--- src/rtl/sdac_pkg.sv ---
package sdac_pkg;

   typedef enum logic [2:0] {
      ST_IDLE,
      ST_CSS,
      ST_LO,
      ST_HI,
      ST_LDSU,
      ST_LDP,
      ST_LDH,
      ST_CLR
   } sdac_state_e;

   // whole system-clock cycles covering a time in ns, rounded up, at least one
   function automatic int sdac_cyc(input int t_ns, input int clk_ps);
      int c;
      c = (t_ns * 1000 + clk_ps - 1) / clk_ps;
      return (c < 1) ? 1 : c;
   endfunction

   function automatic int sdac_max(input int a, input int b);
      return (a > b) ? a : b;
   endfunction

endpackage

--- src/rtl/sdac_tmr.sv ---
module sdac_tmr #(
   parameter int TW = 4
) (
   input  logic          clk,
   input  logic          rst_n,
   input  logic          load,
   input  logic [TW-1:0] val,
   output logic          done
);

   logic [TW-1:0] cnt;

   always_ff @(posedge clk or negedge rst_n) begin
      if (!rst_n)          cnt <= '0;
      else if (load)       cnt <= val;
      else if (cnt != '0)  cnt <= cnt - 1'b1;
   end

   assign done = (cnt == '0);

endmodule

--- src/rtl/sdac_shreg.sv ---
module sdac_shreg #(
   parameter int W = 12
) (
   input  logic         clk,
   input  logic         rst_n,
   input  logic         load,
   input  logic [W-1:0] din,
   input  logic         shift,
   output logic         msb
);

   logic [W-1:0] q;

   always_ff @(posedge clk or negedge rst_n) begin
      if (!rst_n)      q <= '0;
      else if (load)   q <= din;
      else if (shift)  q <= {q[W-2:0], 1'b0};
   end

   assign msb = q[W-1];

endmodule

--- src/rtl/sdac_wr_ctrl.sv ---
module sdac_wr_ctrl
   import sdac_pkg::*;
#(
   parameter int DATA_W        = 12,
   parameter bit HAS_CLR       = 1'b1,
   parameter int CLK_PS        = 8000,
   parameter int T_SCKH_NS     = 30,
   parameter int T_SCKL_NS     = 30,
   parameter int T_DS_NS       = 15,
   parameter int T_DH_NS       = 15,
   parameter int T_CSS_NS      = 30,
   parameter int T_CSH_NS      = 20,
   parameter int T_LDW_NS      = 20,
   parameter int T_LD1_NS      = 15,
   parameter int T_LD2_NS      = 10,
   parameter int T_CLRW_NS     = 30,
   parameter int F_SCK_MAX_KHZ = 20000
) (
   input  logic              clk,
   input  logic              rst_n,
   input  logic              wr_valid,
   input  logic [DATA_W-1:0] wr_code,
   output logic              wr_ready,
   input  logic              clr_req,
   output logic              sdac_csn,
   output logic              sdac_sck,
   output logic              sdac_sdo,
   output logic              sdac_ldn,
   output logic              sdac_clrn
);

   // ---- derived phase lengths ----
   localparam int D_CSS = sdac_cyc(T_CSS_NS, CLK_PS);
   localparam int D_LO  = sdac_max(sdac_cyc(T_SCKL_NS, CLK_PS), sdac_cyc(T_DS_NS, CLK_PS));
   localparam int D_HI  = sdac_max(sdac_cyc(T_SCKH_NS, CLK_PS), sdac_cyc(T_DH_NS, CLK_PS));
   localparam int D_LD1 = sdac_cyc(T_LD1_NS, CLK_PS);
   localparam int D_LDW = sdac_cyc(T_LDW_NS, CLK_PS);
   localparam int D_LDH = sdac_max(sdac_cyc(T_LD2_NS, CLK_PS),
                                   sdac_cyc(T_CSH_NS, CLK_PS) - D_HI - D_LD1 - D_LDW);
   localparam int D_CLR = sdac_cyc(T_CLRW_NS, CLK_PS);
   localparam int D_MAX = sdac_max(sdac_max(sdac_max(D_CSS, D_LO), sdac_max(D_HI, D_LD1)),
                                   sdac_max(sdac_max(D_LDW, D_LDH), D_CLR));
   localparam int TW     = $clog2(D_MAX + 1);
   localparam int BW     = $clog2(DATA_W);
   localparam int SCK_PS = (D_LO + D_HI) * CLK_PS;
   localparam int MIN_PS = 1000000000 / F_SCK_MAX_KHZ;

   // ---- elaboration checks ----
   generate
      if (SCK_PS < MIN_PS) begin : g_bad_sck
         $error("serial clock period %0d ps below limit %0d ps", SCK_PS, MIN_PS);
      end
      if (DATA_W < 2) begin : g_bad_w
         $error("DATA_W must be at least 2");
      end
      if (CLK_PS < 1) begin : g_bad_clk
         $error("CLK_PS must be positive");
      end
   endgenerate

   // ---- optional clear path ----
   logic clr_en;
   generate
      if (HAS_CLR) begin : g_clr
         assign clr_en = clr_req;
      end else begin : g_noclr
         assign clr_en = 1'b0;
      end
   endgenerate

   sdac_state_e   st, nxt;
   logic          tld, tdone, sh_ld, sh_go;
   logic [TW-1:0] tval;
   logic [BW-1:0] bitc;
   logic          last_bit;

   assign last_bit = (bitc == BW'(DATA_W - 1));

   sdac_tmr #(.TW(TW)) u_tmr (
      .clk  (clk),
      .rst_n(rst_n),
      .load (tld),
      .val  (tval),
      .done (tdone)
   );

   sdac_shreg #(.W(DATA_W)) u_shr (
      .clk  (clk),
      .rst_n(rst_n),
      .load (sh_ld),
      .din  (wr_code),
      .shift(sh_go),
      .msb  (sdac_sdo)
   );

   always_comb begin
      nxt   = st;
      tld   = 1'b0;
      tval  = '0;
      sh_ld = 1'b0;
      sh_go = 1'b0;
      unique case (st)
         ST_IDLE: begin
            if (clr_en) begin                       // clear wins
               nxt = ST_CLR;  tld = 1'b1; tval = TW'(D_CLR - 1);
            end else if (wr_valid) begin
               nxt = ST_CSS;  tld = 1'b1; tval = TW'(D_CSS - 1); sh_ld = 1'b1;
            end
         end
         ST_CSS: if (tdone) begin
            nxt = ST_LO;   tld = 1'b1; tval = TW'(D_LO - 1);
         end
         ST_LO: if (tdone) begin
            nxt = ST_HI;   tld = 1'b1; tval = TW'(D_HI - 1);
         end
         ST_HI: if (tdone) begin
            if (last_bit) begin
               nxt = ST_LDSU; tld = 1'b1; tval = TW'(D_LD1 - 1);
            end else begin
               nxt = ST_LO;   tld = 1'b1; tval = TW'(D_LO - 1); sh_go = 1'b1;
            end
         end
         ST_LDSU: if (tdone) begin
            nxt = ST_LDP;  tld = 1'b1; tval = TW'(D_LDW - 1);
         end
         ST_LDP: if (tdone) begin
            nxt = ST_LDH;  tld = 1'b1; tval = TW'(D_LDH - 1);
         end
         ST_LDH:  if (tdone) nxt = ST_IDLE;
         ST_CLR:  if (tdone) nxt = ST_IDLE;
         default: nxt = ST_IDLE;
      endcase
   end

   always_ff @(posedge clk or negedge rst_n) begin
      if (!rst_n) st <= ST_IDLE;
      else        st <= nxt;
   end

   always_ff @(posedge clk or negedge rst_n) begin
      if (!rst_n)      bitc <= '0;
      else if (sh_ld)  bitc <= '0;
      else if (sh_go)  bitc <= bitc + 1'b1;
   end

   assign wr_ready  = (st == ST_IDLE) && !clr_en;
   assign sdac_csn  = (st == ST_IDLE) || (st == ST_CLR);
   assign sdac_sck  = (st != ST_LO);
   assign sdac_ldn  = (st != ST_LDP);
   assign sdac_clrn = (st != ST_CLR);

   // ---- assertions ----
   a_r5_ld_high_while_shift: assert property (@(posedge clk) disable iff (!rst_n)
      $fell(sdac_sck) |-> (sdac_ldn && !sdac_csn));

   a_r3_data_stable_high: assert property (@(posedge clk) disable iff (!rst_n)
      (sdac_sck && $past(sdac_sck) && !sdac_csn && !$past(sdac_csn)) |-> $stable(sdac_sdo));

   a_r4_release_clock_high: assert property (@(posedge clk) disable iff (!rst_n)
      $rose(sdac_csn) |-> (sdac_sck && sdac_ldn && $past(sdac_ldn)));

   a_r6_clear_alone: assert property (@(posedge clk) disable iff (!rst_n)
      !sdac_clrn |-> (sdac_csn && sdac_sck && sdac_ldn));

   a_r8_ready_only_idle: assert property (@(posedge clk) disable iff (!rst_n)
      wr_ready |-> (sdac_csn && sdac_clrn && sdac_ldn && sdac_sck));

   generate
      if (HAS_CLR) begin : g_clr_chk
         a_r7_clear_first: assert property (@(posedge clk) disable iff (!rst_n)
            $fell(sdac_csn) |-> !$past(clr_req));
      end
   endgenerate

endmodule

--- config.mk ---
export PLATFORM = sky130hd
export DESIGN_NAME = sdac_wr_ctrl
export DESIGN_NICKNAME = d
export VERILOG_FILES = /design/src/rtl/sdac_pkg.sv /design/src/rtl/sdac_tmr.sv /design/src/rtl/sdac_shreg.sv /design/src/rtl/sdac_wr_ctrl.sv
export SDC_FILE = /design/constraint.sdc
export NUM_CORES = 1
export LEC_CHECK = 0
export CORE_MARGIN = 4
export CORE_UTILIZATION = 55
export DETAILED_ROUTE_END_ITERATION = 10
export DONT_BUFFER_PORTS = 1
export PLACE_DENSITY = 0.73
export RECOVER_POWER = 50
export SLEW_MARGIN = 40
export SYNTH_ARGS = -nofsm -noshare
export SYNTH_HDL_FRONTEND = slang
export SYNTH_SLANG_ARGS = --single-unit
--- constraint.sdc ---
create_clock -name clk -period 1.79 [get_ports clk]
set_input_delay 0.179 -clock clk [delete_from_list [all_inputs] [get_ports clk]]
set_output_delay 0.179 -clock clk [all_outputs]
set_load 0.01 [all_outputs]
-- After elaboration in Yosys (flattened, before gate mapping)
Cells that the tools add are included.
- bits in registers: 22
- bits of input ports: 16
- logic and storage cells: 69
- muxes and demuxes: 33
- reductions and logical operators: 12
- eq/ne operators: 18
- add/sub/neg operators: 2
- operators by type and width (cell ; count):
    $mux W3 ; 11
    $mux W12 ; 2
    $pmux W3 S7 ; 1
    $eq A3 B3 Y1 const B ; 4
    $mux W2 ; 6
    $ne A2 B2 Y1 const B ; 5
    $pmux W2 S5 ; 1
    $mux W1 ; 9
    $ne A3 B3 Y1 const B ; 3
    $mux W4 ; 2
    $reduce_and A7 Y1 ; 1
    $eq A3 B2 Y1 const B ; 2
    $logic_not A3 Y1 ; 2
    $reduce_or A5 Y1 ; 1
    $add A4 B1 Y4 const B ; 1
    $eq A4 B4 Y1 const B ; 1
    $reduce_bool A2 Y1 ; 2
    $reduce_or A2 Y1 ; 2
    $eq A3 B1 Y1 const B ; 1
    $ne A3 B2 Y1 const B ; 1
    $reduce_bool A3 Y1 ; 1
    $sub A3 B1 Y3 const B ; 1
    $ne A2 B1 Y1 const B ; 1
    $pmux W1 S2 ; 1
    other kinds (3) ; 3

-- Logic depth before layout (Yosys ltp)
Gate-level depths: netlist of run 1.
- word-level depth: 6
- gate-level depth with buffers: 9
- mapped depth without buffers: 7

-- Cells and area by module
Synthesis of run 1 repeated with hierarchy kept, for this count alone.
- cells, all modules: 139
- area total of the unflattened synthesis: 1301.2 µm²
- modules (own cells, without submodules) (module ; instances ; area each (µm²) ; sequential area each (µm²) ; cells an instance):
    sdac_wr_ctrl ; 1 ; 554.3 ; 175.2 ; 67
    sdac_shreg ; 1 ; 546.8 ; 300.3 ; 51
    sdac_tmr ; 1 ; 200.2 ; 75.1 ; 21

-- Worst setup path after synthesis of run 1
OpenSTA, ideal clock, no wires.
- path kind: register to register
- from: register u_tmr.cnt[0]
- to: register u_shr.q[3]
- cell stages (with the launch flop): 10
- path buffers: 2
- required time: 1.667 ns
- path slack: 0.042 ns
- data arrival time: 1.624 ns
- cells stage by stage: dfrtp_1 > inv_1 > ha_1 > ha_1 > and4b_1 > buf_2 > nand2_2 > buf_6 > mux2i_1 > o21ai_1
- word-level cells in the longest chain between the ends: 4
- RTL lines (element ; RTL line ; text):
    from (decl) ; sdac_tmr.sv:11 ; logic [TW-1:0] cnt;
    from (signal assigned) ; sdac_tmr.sv:15 ; else if (load) cnt <= val;
    from (signal assigned) ; sdac_tmr.sv:16 ; else if (cnt != '0) cnt <= cnt - 1'b1;
    $logic_not A3 Y1 ; sdac_tmr.sv:19 ; assign done = (cnt == '0);
    $mux W1 ; sdac_wr_ctrl.sv:116 ; ST_HI: if (tdone) begin
    $mux W1 ; sdac_wr_ctrl.sv:102 ; unique case (st)
    $reduce_bool A2 Y1 (no line) ; - ;
    to (signal assigned) ; sdac_shreg.sv:16 ; else if (load) q <= din;
    to (signal assigned) ; sdac_shreg.sv:17 ; else if (shift) q <= {q[W-2:0], 1'b0};
    to (decl) ; sdac_shreg.sv:12 ; logic [W-1:0] q;
Every way passes these cells.
A chain may end at the register's enable or synchronous reset.

-- Final worst setup path of run 1
- from: register u_tmr.cnt[1]
- to: register bitc[2]
- word-level cells in the longest chain between the ends: 4
- RTL lines (element ; RTL line ; text):
    $logic_not A3 Y1 ; sdac_tmr.sv:19 ;
    $mux W1 ; sdac_wr_ctrl.sv:116 ;
    $mux W1 ; sdac_wr_ctrl.sv:102 ;
    $reduce_bool A2 Y1 (no line) ; - ;
    to (signal assigned) ; sdac_wr_ctrl.sv:143 ; else if (sh_go) bitc <= bitc + 1'b1;
    to (decl) ; sdac_wr_ctrl.sv:74 ; logic [BW-1:0] bitc;
Every way passes these cells.

==> qor.yml, run 1 <==
status:
  status: "complete, no violations"
detailed_routing:
  initialDrtViolationCount: 14
  wirelength_microns: 2609
  drc_errors: 0
  vias: 1035
  routedWlPerCell_microns: 14.66
  dr.pass1.iters: 4
  drtAntennaViolNets: 0
  via_per_inst: 5.815
cells_and_area:
  drive_gt1_share_pct: 18.54
  utilization_pct: 74.13
  area_growth_pct: 24.02
  num_antenna_cells: 0
  design_area_sq_um: 1499
  nNetsFinal: 171
  stdcell_count: 178
global_route:
  grt_max_degree: 23
  antenna_found_initial: 0
  groute.usage.overall_pct: 18.47
  first_global_vias: 923
  grt_pass1_wl_microns: 3926
  gr-total-overflow: 0
synth:
  yosys_warnings: 0
  syn_inst: 130
  synthArstFlopShare_pct: 100.0
  yosysTopAreaCellShare_pct: 45.55
  yosys-top-cells-count: "dfrtp_1, nand2_1, mux2i_1"
  ys_seq_area_share_pct: 45.55
  syn_nets: 149
  synthTopCellsByArea: "dfrtp_1, mux2i_1, nand2_1, o21ai_0, ha_1"
  synthDistinctLibCells: 32
  yosysMostFrequentCell: "dfrtp_1"
  synth_area_sq_um: 1209
  synth-main-ff-cell: "dfrtp_1"
  synth_edf_count: 0
  syn_area_per_cell_sq_um: 9.297
  synth_top_area_cell: "dfrtp_1"
  ys_ff_latch: 22
sta:
  slew_viol_final: 0
  hold_viol: 0
  min_period_over_period_pct: 99.57
  period_needed_ps: 1782
  timing.fmax_mhz: 561.1
  skew_ps: 1.246
  setup_tns_ps: 0
  timing.hold.ws_ps: 7.731
  relSlewSlack_pct: 22.63
  worstMarginPinSlew_ps: 1161
  rsz0062_at_grt: "yes"
  setup_viol: 0
floorplan:
  die_area_sq_um: 3012
  ioPinCount: 22
  initial_core_util_pct: 59.78
  die_w_microns: 54.88
  coreArea_sq_um: 2022
  fp.dieH_microns: 54.88
  num_rows: 16
setup_path:
  cp-startpoint: "u_tmr.cnt[1]$_DFFE_PN0P_"
  cp-end-kind: "flop"
  crit_required_ps: 2040
  crit_type: "reg -> reg"
  crit_chain: "inv_1 > ha_2 > ha_4 > and4b_2 > buf_6 > nand2_4 > or3_4 > a21oi_2"
  timing.rr.start: "u_tmr.cnt[1]$_DFFE_PN0P_"
  crit_arrival_ps: 2030
  reg2regPathDepth: 8
  max_stage_delay_ps: 420
  crit_fanout: 3
  start_kind: "flop"
  crit_slowest_cell: "dfrtp_1"
cts:
  max-clock-path-buffers: 2
  cts_root_buf: "clkbuf_4"
  cts.clk_slew.worst_paths_ps: 120
  cts_sinks: 22
  insertion_delay_ps: 310
  cts_tree: "yes"
  cts_made_buffers: 3
  htreeDepth: 1
min_path:
  min_from: "wr_code[0]"
  whs_path_depth: 1
  hp-class: "in -> reg"
power_and_ir_drop:
  p_leak_nw: 0.6823
  powerDensity_nw_per_um2: 1550
  peakVddDrop_mv: 0.9337
placement:
  place.detailed.hpwl_microns: 1664
  portBuffers: 0
  routabilityCongestion: 0.8281
  placedCellCount: 159
  dpl_cell_area_sq_um: 1269
flow_run:
  max_cap_violations: 0
-- path summary, 6_finish.rpt --
kind / end / slack [ps]
max in group asynchronous: u_shr.q[2]$_DFFE_PN0P_ / 500
min in group asynchronous: bitc[0]$_DFFE_PN0P_ / 610
max reg2reg: bitc[2]$_DFFE_PN0P_ / 8
min: u_shr.q[0]$_DFFE_PN0P_ / 8
min reg2reg: u_tmr.cnt[2]$_DFFE_PN0P_ / 530
max: bitc[2]$_DFFE_PN0P_ / 8
-- stage by stage --
stage,setup slack (ps),power (mW)
2_1_floorplan,42.37,1.635
5_1_grt,-57.67,2.511
3_5_place_dp,58.84,1.840
3_3_place_gp,87.76,1.808
6_report,7.759,2.324
4_1_cts,35.50,2.149
-- critical path, delay by kind of cell, from the launching register on --
| kind | cells | cell delay [ps] |
|---|---|---|
| and+or+nand+nor | 3 | 670 |
| DFF | 1 | 420 |
| adders and majority gates | 2 | 320 |
| buffers and inverters | 2 | 180 |
| AOI/OAI and AO/OA | 1 | 130 |
-- layout make-up --
cell class                      count  area [sq um]
Multi-Input combinational cell     94         640.6
Sequential cell                    22         550.5
Fill cell                         149         523.0
Timing Repair Buffer               25         215.2
Clock buffer                        4         36.28
Tap cell                           27         33.78
Inverter                            6         22.52
-- repair_timing --
item,in CTS,in global routing
setup endpoints to repair,0,12
hold endpoints to repair,31,23
buffers inserted,0,2
hold buffers,10,2
resized for setup,0,12
-- kinds of logic (layout without fill, tap and decap cells) --
group	Yosys count	after routing	synth area share, %
XOR/XNOR	2	2	1.450
adder cells (fa/ha/maj)	3	3	3.106
AND/OR/NAND/NOR	45	46	18.43
buffers and inverters	15	35	6.521
AO/OA/AOI/OAI	33	33	16.67
multiplexers	10	10	8.282
flip-flops	22	22	45.55
-- power breakdown --
part           switching, mW  internal (mW)
combinational          0.588          0.557
clock                  0.151          0.124
sequential             0.181          0.723
-- sequential cells by signal, summed over array words and instances, names as in the netlist --
| register | cells |
|---|---|
| bitc | 4 |
| st | 3 |
| u_shr.q | 12 |
| u_tmr.cnt | 3 |
-- cells in the final DEF (no fill, tap or decap), types with 3 or more instances in the layout --
cell type | synthesis | layout
clkbuf_4 | 0 | 3
buf_4 | 1 | 12
o221ai_1 | 3 | 3
a21oi_1 | 7 | 6
inv_1 | 6 | 6
o21ai_0 | 9 | 9
o21ai_1 | 7 | 7
nor2_1 | 9 | 9
nand2_1 | 20 | 19
dfrtp_1 | 22 | 22
nand3_1 | 6 | 6
dlygate4sd3_1 | 0 | 11
mux2i_1 | 10 | 9
-- layer usage --
layer  global-route usage (%)  up-vias  wire [microns]
met3                    3.270        4             123
met5                        0        -               0
met2                    27.36       30            1258
li1                         -      505               -
met1                    25.47      496            1186
met4                    9.544        0              40
(Power assumes the default switching activity.)
==> run 2: changes to the inputs <==
Clock period 1.79 ns to 1.4 ns, I/O delays scaled along.
==> run 2 against run 1 <==
  * The flow now finishes with violations (setup timing)
  * Worst setup slack got worse by 350 ps
  * Sequential share of layout area decreased by 7.0 points
  * Final area up 24%
  * Highest routed layer unchanged
  * Register-to-register slack worse by 350 ps
  * Flip-flop and latch count did not move
  * Via count grew 15%
  * Total power increased by 81%
  * Wire length up 58%
  * Cell count rose by 11%
  * Critical endpoint unchanged
  * Clock skew up 2.4 ps
  * Die area did not move
  * Sequential power rose by 31%
  * Largest power group unchanged
==> qor.yml, run 2 (synthesized netlist as in run 1, its figures left out) <==
status:
  status: "complete, but fails checks"
  failed_checks: "setup timing"
cts:
  cts.clk_slew.worst_paths_ps: 130  # about the same
  insertion_delay_ps: 320  # about the same
  cts_root_buf: "clkbuf_4"
  cts_made_buffers: 3  # unchanged
  max-clock-path-buffers: 2  # unchanged
  cts_tree: "yes"
  cts_sinks: 22  # unchanged
  htreeDepth: 1  # unchanged
placement:
  routabilityCongestion: 0.8816  # +6.5%
  place.detailed.hpwl_microns: 1808  # +8.7%
  preCtsSetupSlack_ps: -287.9  # -346.8 ps
  portBuffers: 0  # unchanged
  placedCellCount: 163  # +2.5%
sta:
  setup_viol: 25  # +25
  rsz0062_at_grt: "yes"
  setup_ws_ps: -340.6  # -348.3 ps
  timing.hold.ws_ps: 71.43  # +63.70 ps
  hold_viol: 0  # unchanged
  timing.fmax_mhz: 574.5  # +2.4%
  slew_viol_final: 0  # unchanged
  min_period_over_period_pct: 124.3  # +25 points
  worstMarginPinSlew_ps: 542.1  # -618.4 ps
  relSlewSlack_pct: 63.86  # +41 points
  period_needed_ps: 1741  # -41.65 ps
  setup_tns_ps: -4607  # -4607 ps
  skew_ps: 3.665  # +2.419 ps
cells_and_area:
  num_antenna_cells: 0  # unchanged
  reg_top3: "u_shr.q x12, bitc x4"
  top_register: "u_shr.q"
  area_growth_pct: 53.83
  nNetsFinal: 191  # +12%
  largest_register_ffs: 12  # unchanged
  final_common_cell: "buf_4"
  final_cell_mix: "buf_4, dfrtp_1, nand2_1, dlygate4sd3_1, o21ai_1"
  drive_gt1_share_pct: 44.44  # +26 points
  stdcell_count: 198  # +11%
  nFillCells: 69  # -54%
power_and_ir_drop:
  p_leak_nw: 0.8112  # +19%
  finalPower_mw: 4.208  # +81%
  powerDensity_nw_per_um2: 2263  # +46%
  peakVddDrop_mv: 1.701  # +82%
setup_path:
  crit_required_ps: 1650  # -390 ps
  start_kind: "flop"
  crit_fanout: 5  # +2
  crit_arrival_ps: 2000  # -30 ps
  cp-end-kind: "flop"
  crit_type: "reg -> reg"
global_route:
  grt_pass1_wl_microns: 4899  # +25%
  groute.usage.overall_pct: 22.59  # +4.1 points
  gr-total-overflow: 0  # unchanged
  first_global_vias: 1113  # +21%
  antenna_found_initial: 0  # unchanged
  grt_max_degree: 23  # unchanged
floorplan:
  num_rows: 16  # unchanged
  initial_core_util_pct: 59.78  # unchanged
  die_area_sq_um: 3012  # unchanged
  fp.dieH_microns: 54.88  # unchanged
  coreArea_sq_um: 2022  # unchanged
  die_w_microns: 54.88  # unchanged
  ioPinCount: 22  # unchanged
flow_run:
  max_cap_violations: 0  # unchanged
detailed_routing:
  vias: 1192  # +15%
  drtAntennaViolNets: 0  # unchanged
  routedWlPerCell_microns: 20.80  # +42%
  wirelength_microns: 4118  # +58%
  initialDrtViolationCount: 77  # +63
  dr.pass1.iters: 4  # unchanged
  via_per_inst: 6.020  # +3.5%
  drc_errors: 0  # unchanged
min_path:
  hp-class: "in -> reg"
## run 2: what timing repair did
action / in CTS / in global routing
pin swaps: 6 / 13
hold buffers: 13 / 1
hold endpoints to repair: 34 / 22
resized for setup: 11 / 51
buffers inserted: 4 / 14
endpoints found under the setup margin: 23 / 26
## run 2: worst paths after layout
kind                       depth (start not counted)                      from                      end  slack (ps)
max                                                7  u_tmr.cnt[0]$_DFFE_PN0P_      bitc[2]$_DFFE_PN0P_        -340
min                                                2               wr_code[11]  u_shr.q[11]$_DFFE_PN0P_          70
max reg2reg                                        7  u_tmr.cnt[0]$_DFFE_PN0P_      bitc[2]$_DFFE_PN0P_        -340
min reg2reg                                        1   u_shr.q[10]$_DFFE_PN0P_  u_shr.q[10]$_DFFE_PN0P_         530
max in group asynchronous                          2                     rst_n        st[0]$_DFFE_PN0P_         700
min in group asynchronous                          2                     rst_n        st[2]$_DFFE_PN0P_         320
## run 2: final cells by class
cell class              count  area (sq um)  share of cell area [%]
clock inverters             1         30.03                   1.615
inverters                   6         27.53                   1.480
flip-flops and latches     22         553.0                   29.74
multi-input cells          93         772.0                   41.52
well taps                  27         33.78                   1.817
clock buffers               3         22.52                   1.211
repair buffers             46         420.4                   22.61
## run 2: stage by stage
| step | utilization (%) | instance area, sq um |
|---|---|---|
| final | 91.96 | 1859 |
| after CTS | 77.41 | 1565 |
| after detailed placement | 65.59 | 1326 |
| after global placement | 65.59 | 1326 |
| after floorplan | - | 1254 |
| after global routing | 91.96 | 1859 |
## run 2: layer usage
metal  track usage, %  vias up  part of all wire, %
li1                 -      543                    -
met5                0        -                    0
met2            37.99       72                   50
met1            29.71      570                   41
met3            3.542        7                  8.0
met4            6.224        0                  1.6
## run 2: report_power, final
group	internal, mW	switching, mW
combinational	1.29	1.24
clock	0.290	0.216
sequential	0.929	0.251
## run 2: critical path, cell delays in order, from the launching register on
cell and delay (ps):
dfrtp_1 430, inv_2 90, ha_4 140, ha_4 130
and4b_4 310, nand2_2 70, or3_4 340, a21oi_2 170
==> run 3: changes to the inputs <==
Settings changed: GPL_TIMING_DRIVEN set to 0.
==> run 3 against run 2 <==
  * The run still ends with setup timing left
  * Fmax down 4.8%
  * Clock-buffer cell count grew 1
  * Cell count down 1.5%
  * Total power shrank 7.0%
  * Register-to-register slack got worse by 90 ps
  * Sequential share of layout area grew 0.20 points
  * First-iteration DRC count shrank 40%
  * Wire length decreased by 2.7%
  * Critical path type unchanged
  * Largest cell class unchanged
  * Highest routed layer unchanged
==> qor.yml, run 3 (synthesized netlist as in run 1, its figures left out) <==
status:
  status: "complete, but fails checks"
  failed_checks: "setup timing"
cells_and_area:
  reg_top3: "u_shr.q x12, bitc x4"
  top_register: "u_shr.q"
  final_cell_mix: "dfrtp_1, buf_4, nand2_1, dlygate4sd3_1, o21ai_1"
  largest_register_ffs: 12  # unchanged
  final_common_cell: "dfrtp_1"
  nNetsFinal: 188  # -1.6%
  nFillCells: 73  # +5.8%
  drive_gt1_share_pct: 39.88  # -4.6 points
  num_antenna_cells: 0  # unchanged
  utilization_pct: 91.34  # -0.62 points
  design_area_sq_um: 1847  # -0.67%
  area_growth_pct: 52.79
cts:
  max-clock-path-buffers: 2  # unchanged
  htreeDepth: 1  # unchanged
  cts_sinks: 22  # unchanged
  cts.clk_slew.worst_paths_ps: 130  # about the same
  insertion_delay_ps: 320  # about the same
  cts_made_buffers: 3  # unchanged
  cts_root_buf: "clkbuf_4"
  cts_tree: "yes"
setup_path:
  crit_arrival_ps: 2060  # +60 ps
  start_kind: "flop"
  crit_type: "reg -> reg"
  timing.rr.start: "u_tmr.cnt[1]$_DFFE_PN0P_"
  crit_required_ps: 1630  # -20 ps
  crit_fanout: 4  # -1
  cp-startpoint: "u_tmr.cnt[1]$_DFFE_PN0P_"
  cp-end-kind: "flop"
global_route:
  met2_usage_pct: 32.87  # -5.1 points
  top_usage_layer: "met1"
  grtUsageMet1_pct: 35.53  # +5.8 points
  grtUsageMet3_pct: 4.087  # +0.54 points
  groute.usage.overall_pct: 23.95  # +1.4 points
  antenna_found_initial: 0  # unchanged
  first_global_vias: 1077  # -3.2%
  gr-total-overflow: 0  # unchanged
  grt_max_degree: 23  # unchanged
  grt_pass1_wl_microns: 4988  # +1.8%
power_and_ir_drop:
  clkPwrFrac_pct: 9.3  # -2.7 points
  netSwitchingFraction_pct: 41.56  # +1.1 points
  p_leak_nw: 0.7926  # -2.3%
  power_frac_comb_pct: 61.2  # +1.2 points
  p_switching_mw: 1.626  # -4.5%
  peakVddDrop_mv: 1.530  # -10%
  p_int_mw: 2.287  # -8.7%
  power_frac_seq_pct: 29.5  # +1.5 points
  powerDensity_nw_per_um2: 2119  # -6.4%
detailed_routing:
  routedWlPerCell_microns: 20.54  # -1.2%
  initialDrtViolationCount: 46  # -40%
  vias: 1200  # +0.67%
  dr.pass1.iters: 4  # unchanged
  wirelength_microns: 4006  # -2.7%
  drc_errors: 0  # unchanged
  drtAntennaViolNets: 0  # unchanged
  via_per_inst: 6.154  # +2.2%
floorplan:
  fp.dieH_microns: 54.88  # unchanged
  die_w_microns: 54.88  # unchanged
  die_area_sq_um: 3012  # unchanged
  ioPinCount: 22  # unchanged
  num_rows: 16  # unchanged
  initial_core_util_pct: 59.78  # unchanged
  coreArea_sq_um: 2022  # unchanged
sta:
  setup_ws_ps: -428.5  # -87.89 ps
  hold_viol: 0  # unchanged
  setup_viol: 23  # -8.0%
  worstMarginPinSlew_ps: 546.0  # +3.916 ps
  slew_viol_final: 0  # unchanged
  rsz0062_at_grt: "yes"
  period_needed_ps: 1828  # +87.89 ps
  skew_ps: 10.11  # +6.446 ps
  timing.fmax_mhz: 546.9  # -4.8%
  min_period_over_period_pct: 130.6  # +6.3 points
  relSlewSlack_pct: 63.60  # -0.26 points
placement:
  dpl_cell_area_sq_um: 1287  # -2.9%
  routabilityCongestion: 0.9467  # +7.4%
  portBuffers: 0  # unchanged
  place.detailed.hpwl_microns: 1661  # -8.1%
flow_run:
  max_cap_violations: 0  # unchanged
min_path:
  hp-class: "in -> reg"
  min_from: "wr_code[11]"
run 3: cell types whose count changed in the layout (fill, tap and decap cells not counted), sizes merged:
cell	before	now
buf	32	28
bufinv	1	0
clkbuf	4	6
run 3: what timing repair did:
item / CTS / global route
resized for setup: 27 / 35
endpoints found under the setup margin: 25 / 25
buffers inserted: 11 / 8
endpoints found under the hold margin: 34 / 22
hold buffers: 13 / 1
pin swaps: 6 / 15
cloned: 2 / 0
run 3: final cells by class:
type | count | area, sq um | share of cell area [%]
Buffer | 9 | 103.9 | 5.623
Clock buffer | 4 | 36.28 | 1.965
Inverter | 6 | 27.53 | 1.491
Multi-Input combinational cell | 93 | 764.5 | 41.40
Sequential cell | 22 | 553.0 | 29.95
Tap cell | 27 | 33.78 | 1.829
Timing Repair Buffer | 34 | 327.8 | 17.75
run 3: final timing paths:
| kind | endpoint | slack (ps) | cells past startpoint |
|---|---|---|---|
| setup / recovery | bitc[2]$_DFFE_PN0P_ | -430 | 8 |
| hold / removal | u_shr.q[11]$_DFFE_PN0P_ | 70 | 2 |
| setup reg to reg | bitc[2]$_DFFE_PN0P_ | -430 | 8 |
| hold reg to reg | u_tmr.cnt[2]$_DFFE_PN0P_ | 520 | 2 |
| max in group asynchronous | st[1]$_DFFE_PN0P_ | 640 | 2 |
| min in group asynchronous | st[0]$_DFFE_PN0P_ | 380 | 2 |
run 3: metrics by stage:
step / power (mW) / hold slack [ps] / TNS (ps) / setup WS, ps / cells
finish: 3.913 / 73.28 / -5149 / -428.5 / 195
global route: 4.126 / 55.75 / -6259 / -433.9 / 195
CTS: 3.245 / 22.45 / -4165 / -294.5 / 187
detailed placement: 2.430 / -155.0 / -4728 / -342.4 / 157
global placement: 2.382 / -155.1 / -4511 / -315.5 / 157
floorplan: 2.194 / -155.6 / -2479 / -207.0 / 130
run 3: power by group through the flow:
stage | Clock, mW | Combinational, mW | Sequential (mW)
after floorplan | 0 | 1.10 | 1.09
after global placement | 0 | 1.25 | 1.14
after detailed placement | 0 | 1.29 | 1.14
after CTS | 0.370 | 1.77 | 1.11
after global routing | 0.397 | 2.54 | 1.19
final | 0.364 | 2.39 | 1.16
run 3: metal layers:
layer | routed length [microns] | vias up | part of all wire (%)
met5 | 0 | - | 0
met4 | 95 | 0 | 2.4
met3 | 327 | 14 | 8.2
met2 | 1966 | 75 | 49
met1 | 1615 | 570 | 40
li1 | - | 541 | -
run 3: critical path, cell delays in order (launching register included):
cell     delay [ps]
dfrtp_1         420
inv_2            70
ha_4            140
ha_4            140
and4b_1         200
buf_6           140
nand2_1          80
or3_1           330
a21oi_1         200
